### src/rtl/invmon_pkg.sv
package invmon_pkg;

    localparam int NUM_PROPS = 4;

    localparam int P_RESET_PRIV = 0;
    localparam int P_TRAP_PRIV  = 1;
    localparam int P_STATE_WR   = 2;
    localparam int P_OPCODE_ILL = 3;

    typedef enum logic {
        FLG_ARMED   = 1'b0,
        FLG_TRIPPED = 1'b1
    } flag_state_e;

endpackage

### src/rtl/inv_field_decode.sv
module inv_field_decode #(
    parameter int          XLEN    = 32,
    parameter int          OP_LSB  = 30,
    parameter int          OP2_LSB = 22,
    parameter int          OP3_LSB = 19,
    parameter logic [1:0]  FMT_OP  = 2'd2,
    parameter logic [5:0]  WSR_OP3 = 6'b110001,
    parameter logic [2:0]  ILL_A   = 3'b001,
    parameter logic [2:0]  ILL_B   = 3'b101
) (
    input  logic [XLEN-1:0] instr,
    output logic            is_state_wr,
    output logic            is_ill_op2
);
    localparam int OP_W  = 2;
    localparam int OP2_W = 3;
    localparam int OP3_W = 6;

    logic [OP_W-1:0]  f_op;
    logic [OP2_W-1:0] f_op2;
    logic [OP3_W-1:0] f_op3;
    logic             unused_instr_bits;

    assign f_op  = instr[OP_LSB  +: OP_W];
    assign f_op2 = instr[OP2_LSB +: OP2_W];
    assign f_op3 = instr[OP3_LSB +: OP3_W];
    assign unused_instr_bits = ^instr;

    always_comb begin
        is_state_wr = (f_op == FMT_OP) && (f_op3 == WSR_OP3);
        is_ill_op2  = (f_op2 == ILL_A) || (f_op2 == ILL_B);
    end
endmodule

### src/rtl/inv_rules.sv
module inv_rules
    import invmon_pkg::*;
(
    input  logic                 cpu_rst,
    input  logic                 mode_priv,
    input  logic                 trap_en,
    input  logic                 dec_valid,
    input  logic                 is_state_wr,
    input  logic                 is_ill_op2,
    input  logic                 exc_priv,
    input  logic                 exc_illegal,
    output logic [NUM_PROPS-1:0] hit
);
    always_comb begin
        hit               = '0;
        hit[P_RESET_PRIV] = cpu_rst && !mode_priv;
        hit[P_TRAP_PRIV]  = trap_en && !mode_priv;
        hit[P_STATE_WR]   = dec_valid && is_state_wr && !mode_priv && !exc_priv;
        hit[P_OPCODE_ILL] = dec_valid && is_ill_op2 && !exc_illegal;
    end
endmodule

### src/rtl/inv_flag_fsm.sv
module inv_flag_fsm
    import invmon_pkg::*;
(
    input  logic clk,
    input  logic rst_n,
    input  logic hit,
    output logic flag
);
    flag_state_e state_q;
    flag_state_e state_d;

    always_ff @(posedge clk or negedge rst_n) begin
        if (!rst_n) state_q <= FLG_ARMED;
        else        state_q <= state_d;
    end

    always_comb begin
        state_d = state_q;
        unique case (state_q)
            FLG_ARMED:   if (hit) state_d = FLG_TRIPPED;
            FLG_TRIPPED: state_d = FLG_TRIPPED;
            default:     state_d = FLG_ARMED;
        endcase
    end

    always_comb begin
        flag = (state_q == FLG_TRIPPED);
    end

    // a violation is visible on the flag one edge later
    a_r8_trip_latency: assert property (@(posedge clk) disable iff (!rst_n)
        hit |=> flag);
endmodule

### src/rtl/inv_monitor.sv
module inv_monitor
    import invmon_pkg::*;
#(
    parameter int          XLEN    = 32,
    parameter int          OP_LSB  = 30,
    parameter int          OP2_LSB = 22,
    parameter int          OP3_LSB = 19,
    parameter logic [1:0]  FMT_OP  = 2'd2,
    parameter logic [5:0]  WSR_OP3 = 6'b110001,
    parameter logic [2:0]  ILL_A   = 3'b001,
    parameter logic [2:0]  ILL_B   = 3'b101
) (
    input  logic                 clk,
    input  logic                 chk_rst_n,
    input  logic                 cpu_rst,
    input  logic                 mode_priv,
    input  logic                 trap_en,
    input  logic                 dec_valid,
    input  logic [XLEN-1:0]      dec_instr,
    input  logic                 exc_priv,
    input  logic                 exc_illegal,
    output logic [NUM_PROPS-1:0] viol_flags,
    output logic                 alarm
);
    logic                 is_state_wr;
    logic                 is_ill_op2;
    logic [NUM_PROPS-1:0] hit;

    inv_field_decode #(
        .XLEN(XLEN), .OP_LSB(OP_LSB), .OP2_LSB(OP2_LSB), .OP3_LSB(OP3_LSB),
        .FMT_OP(FMT_OP), .WSR_OP3(WSR_OP3), .ILL_A(ILL_A), .ILL_B(ILL_B)
    ) u_decode (
        .instr       (dec_instr),
        .is_state_wr (is_state_wr),
        .is_ill_op2  (is_ill_op2)
    );

    inv_rules u_rules (
        .cpu_rst     (cpu_rst),
        .mode_priv   (mode_priv),
        .trap_en     (trap_en),
        .dec_valid   (dec_valid),
        .is_state_wr (is_state_wr),
        .is_ill_op2  (is_ill_op2),
        .exc_priv    (exc_priv),
        .exc_illegal (exc_illegal),
        .hit         (hit)
    );

    for (genvar gi = 0; gi < NUM_PROPS; gi++) begin : g_flag
        inv_flag_fsm u_flag (
            .clk   (clk),
            .rst_n (chk_rst_n),
            .hit   (hit[gi]),
            .flag  (viol_flags[gi])
        );
    end

    always_comb begin
        alarm = |viol_flags;
    end


    a_r2_reset_needs_priv: assert property (@(posedge clk) disable iff (!chk_rst_n)
        (cpu_rst && !mode_priv) |=> viol_flags[P_RESET_PRIV]);

    a_r3_trap_needs_priv: assert property (@(posedge clk) disable iff (!chk_rst_n)
        (trap_en && !mode_priv) |=> viol_flags[P_TRAP_PRIV]);

    a_r4_state_wr_priv: assert property (@(posedge clk) disable iff (!chk_rst_n)
        (dec_valid && dec_instr[OP_LSB +: 2] == FMT_OP
         && dec_instr[OP3_LSB +: 6] == WSR_OP3 && !mode_priv && !exc_priv)
        |=> viol_flags[P_STATE_WR]);

    a_r5_illegal_op2: assert property (@(posedge clk) disable iff (!chk_rst_n)
        (dec_valid && (dec_instr[OP2_LSB +: 3] == ILL_A
                       || dec_instr[OP2_LSB +: 3] == ILL_B) && !exc_illegal)
        |=> viol_flags[P_OPCODE_ILL]);
    // no flag ever drops while the monitor reset is released
    a_r7_sticky: assert property (@(posedge clk) disable iff (!chk_rst_n)
        1'b1 |=> ((viol_flags & $past(viol_flags)) == $past(viol_flags)));
    // alarm only rises after some invariant was broken
    a_r8_alarm_cause: assert property (@(posedge clk) disable iff (!chk_rst_n)
        $rose(alarm) |-> $past(|hit));
    // with no valid decode, the instruction flags cannot newly rise
    a_r6_gate_valid: assert property (@(posedge clk) disable iff (!chk_rst_n)
        !dec_valid |=> (viol_flags[P_STATE_WR] == $past(viol_flags[P_STATE_WR])
                        && viol_flags[P_OPCODE_ILL] == $past(viol_flags[P_OPCODE_ILL])));
endmodule

### config.mk
export PLATFORM = sky130hd
export DESIGN_NAME = inv_monitor
export DESIGN_NICKNAME = d
export VERILOG_FILES = /design/src/rtl/invmon_pkg.sv /design/src/rtl/inv_field_decode.sv /design/src/rtl/inv_rules.sv /design/src/rtl/inv_flag_fsm.sv /design/src/rtl/inv_monitor.sv
export SDC_FILE = /design/constraint.sdc
export NUM_CORES = 1
export LEC_CHECK = 0
export ABC_AREA = 1
export BUFFER_PORTS_ARGS = -buffer_cell sky130_fd_sc_hd__buf_2
export CORE_AREA = 8 8 45 47
export DETAILED_ROUTE_END_ITERATION = 16
export DIE_AREA = 0 0 53 55
export PLACE_DENSITY = 0.66
export SLEW_MARGIN = 10
export SYNTH_ARGS = -nofsm -noshare
export SYNTH_HDL_FRONTEND = slang
export SYNTH_SLANG_ARGS = --single-unit
### constraint.sdc
create_clock -name clk -period 0.92 [get_ports clk]
set_clock_uncertainty 0.1 [all_clocks]
set_input_delay 0.092 -clock clk [delete_from_list [all_inputs] [get_ports clk]]
set_output_delay 0.092 -clock clk [all_outputs]
set_load 0.01 [all_outputs]
==> metrics.md <==
| Metric | Value |
|---|---|
| Leakage | `0.236 nW` |
| Final Wtd Congestion | `0.667` |
| Failing checks | `negative setup slack` |
| # diodes | `0` |
| Die width | `53 um` |
| Core footprint | `between 1000 and 1500 um^2` |
| Routed len/inst | `around 8.8 um` |
| Yosys top cell area share | `a little over two fifths` |
| Largest cells by area after synthesis | `dfrtp_1 42%, nand2_1 17%, buf_4 13%, inv_1 13%, nor2_1 6.3%` |
| CP Class | `reg -> out` |
| Placed wire-length estimate | `approximately 560 um` |
| Reg2reg start | `g_flag[3].u_flag.flag$_DFF_PN0_` |
| Post-synthesis net count | `75` |
| Comb power frac | `between 10% and 20%` |
| Final Non-Filler Cells | `77` |
| CP startpoint | `g_flag[0].u_flag.flag$_DFF_PN0_` |
| Total power | `between 0.4 and 0.5 mW` |
| Crit path cell chain | `inv_2, nand4_1, buf_2` |
| Reg power frac | `between 40% and 50%` |
| Switching share of power | `18.8%` |
| PwrDens | `1060 nW/um^2` |
| Via count | `279` |
| CP endpoint kind | `output pin` |
| Top Ports | `45` |
| Reg2reg setup slack | `roughly 60 ps` |
| Largest net degree at the start of global routing | `5` |
| Detailed Route WL | `around 680 um` |
| I/O Buffers | `20` |
| Cell Rows | `14` |
| Die height | `roughly 55 um` |
| Total grt overflow | `0` |
| Initial antenna violation count | `0` |
| Crit path time final | `around 1100 ps` |
| DR vias/cell | `between 3 and 4` |
| Max FFs per register | `4` |
| CP Capture Point | `alarm` |
| Post-synthesis instance total | `35` |
| Fmax | `between 900 and 1000 MHz` |
| TritonCTS Buffers | `3` |
| Global-route wire length before repair | `between 1000 and 1500 um` |
| DRC | `0` |
| Vias in the first global route | `292` |
| Setup WS post-layout | `-155 ps` |
| DP Worst Slack | `~64 ps` |
| Worst min path class | `in -> reg` |
| Clk slew on worst S/H paths | `about 40 ps` |
| Clock Power Share | `46.4%` |
| Largest delay share family, worst path | `flip-flops` |
| Max-Cap Viols | `0` |
| Cell taking the most area after synthesis | `dfrtp_1` |
| Commonest cells after routing, fill and taps aside | `20 x buf_2, 10 x nand2_1, 5 x inv_2` |
| Max IR drop VDD | `~0.23 mV` |
| Initial core utilization | `around 17%` |
| Internal power | `approximately 0.36 mW` |
| First drt pass iteration count | `2` |
| Layout Nets | `approximately 100` |
| Hold Fails Final Rpt | `0` |
| Slew Limit Fails | `0` |
| CP required | `around 730 ps` |
| Slew HR | `a little over nine tenths` |
| Worst Path Max Fanout | `2` |
| Syn. warnings | `0` |
| Sequential-to-total area share from yosys stat | `a little over two fifths` |
| Reg-to-Reg End | `g_flag[3].u_flag.flag$_DFF_PN0_` |
| Worst path bufs/invs | `2` |
| Critical path depth | `3` |
| RSZ-0062 raised after global routing | `yes` |
| Status | `complete, but fails checks` |
| Layout cells sized above 1 | `about 54%` |
| CTS Root Cell | `clkbuf_4` |
| Startpoint Class | `flop` |
| Die ar. | `about 2900 um^2` |
| Net Sw Power | `between 0.08 and 0.09 mW` |
| Syn-to-layout area delta | `77.2%` |
| GRT Util Overall | `between 5 and 6%` |
| Yosys reg bits | `4` |
| Depth of the most critical reg-to-reg path | `4` |
| Max clock buf depth | `2` |
| Syn Area/Cell | `slightly below 7 um^2` |
| CTS tree | `yes` |
| Final antenna-violating net count | `0` |
| Crit path DAT | `around 880 ps` |
| Post-synthesis cell type count | `8` |
| Commonest non-fill, non-tap cell in the layout | `buf_2` |
| Worst-Skew Late Latency | `approximately 230 ps` |
| Worst slew pin tran | `between 90 and 100 ps` |
| Peak per-stage delay on the critical path | `approximately 380 ps` |
| Iter 0 DRT Violations | `1` |
| CTS Sinks | `4` |
| Mapped cell area | `around 240 um^2` |
| Final setup vio count | `5` |
| Period Utilization, post-route | `117%` |
| Worst path slowest cell | `dfrtp_1` |
| Cell count after placement | `67` |
| Maximum level of the CTS H-tree | `1` |
==> worst min-delay path by stage <==
stage / startpoint / endpoint / slack [ps] / cells after the start
floorplan: chk_rst_n / g_flag[0].u_flag.flag$_DFF_PN0_ / -300 / 0
global placement: chk_rst_n / g_flag[1].u_flag.flag$_DFF_PN0_ / -200 / 1
detailed placement: chk_rst_n / g_flag[2].u_flag.flag$_DFF_PN0_ / -200 / 1
CTS: mode_priv / g_flag[1].u_flag.flag$_DFF_PN0_ / 4 / 4
global route: mode_priv / g_flag[0].u_flag.flag$_DFF_PN0_ / 40 / 4
finish: mode_priv / g_flag[1].u_flag.flag$_DFF_PN0_ / 9 / 4
==> Yosys cell counts, drive strengths merged <==
cell type	instances
nand2	11
inv	9
buf	4
dfrtp	4
nor2	4
nand3	2
nand4	1
==> kinds of logic (layout without fill, tap and decap cells) <==
group,Yosys count,in the layout,synth area share (%)
buffers and inverters,13,39,27.0
flip-flops,4,4,42.3
AND/OR/NAND/NOR,18,18,30.7
==> worst register-to-register path, cell delays in order, from the launching register on <==
cell     delay, ps
dfrtp_1        370
inv_2           70
buf_6           90
buf_6           80
nand2_2         40
==> cell type report <==
cell class                 instances  area (um^2)
tap                               16         20.0
sequential                         4          100
fill                             163          965
inverter                           9         33.8
clock buffer                       3         22.5
multi-input combinational         18         75.1
timing repair buffer              27          168
==> power by group through the flow <==
stage | Combinational, mW | Sequential, mW | Clock (mW)
after floorplan | 0.0148 | 0.179 | 0
after global placement | 0.0504 | 0.179 | 0
after detailed placement | 0.0511 | 0.179 | 0
after CTS | 0.0612 | 0.177 | 0.218
after global routing | 0.0686 | 0.177 | 0.225
final | 0.0604 | 0.177 | 0.205
==> what timing repair did <==
| item | CTS | global route |
|---|---|---|
| setup buffers | 6 | 1 |
| resized for setup | 8 | 2 |
| endpoints found under the hold margin | 6 | 0 |
| hold buffers | 3 | 0 |
| gates cloned | 0 | 0 |
| setup endpoints to repair | 5 | 6 |
| pin swaps | 1 | 0 |
==> per-layer routing <==
layer / global-route usage (%) / share of wire [%] / up-vias
met5: 0 / 0 / -
met3: 1.60 / 14 / 2
met2: 6.84 / 39 / 19
met1: 5.04 / 45 / 108
li1: - / - / 150
met4: 7.76 / 2.8 / 0
==> metrics by stage <==
step	TNS (ps)	hold WS, ps	instance area [um^2]	util, %
floorplan	0	-304	236	-
global placement	0	-203	327	23.6
detailed placement	0	-199	327	23.6
CTS	-355	3.89	439	31.7
global route	-362	35.5	419	30.3
finish	-217	9.00	419	30.3
Power figures use the tool's default switching activity.
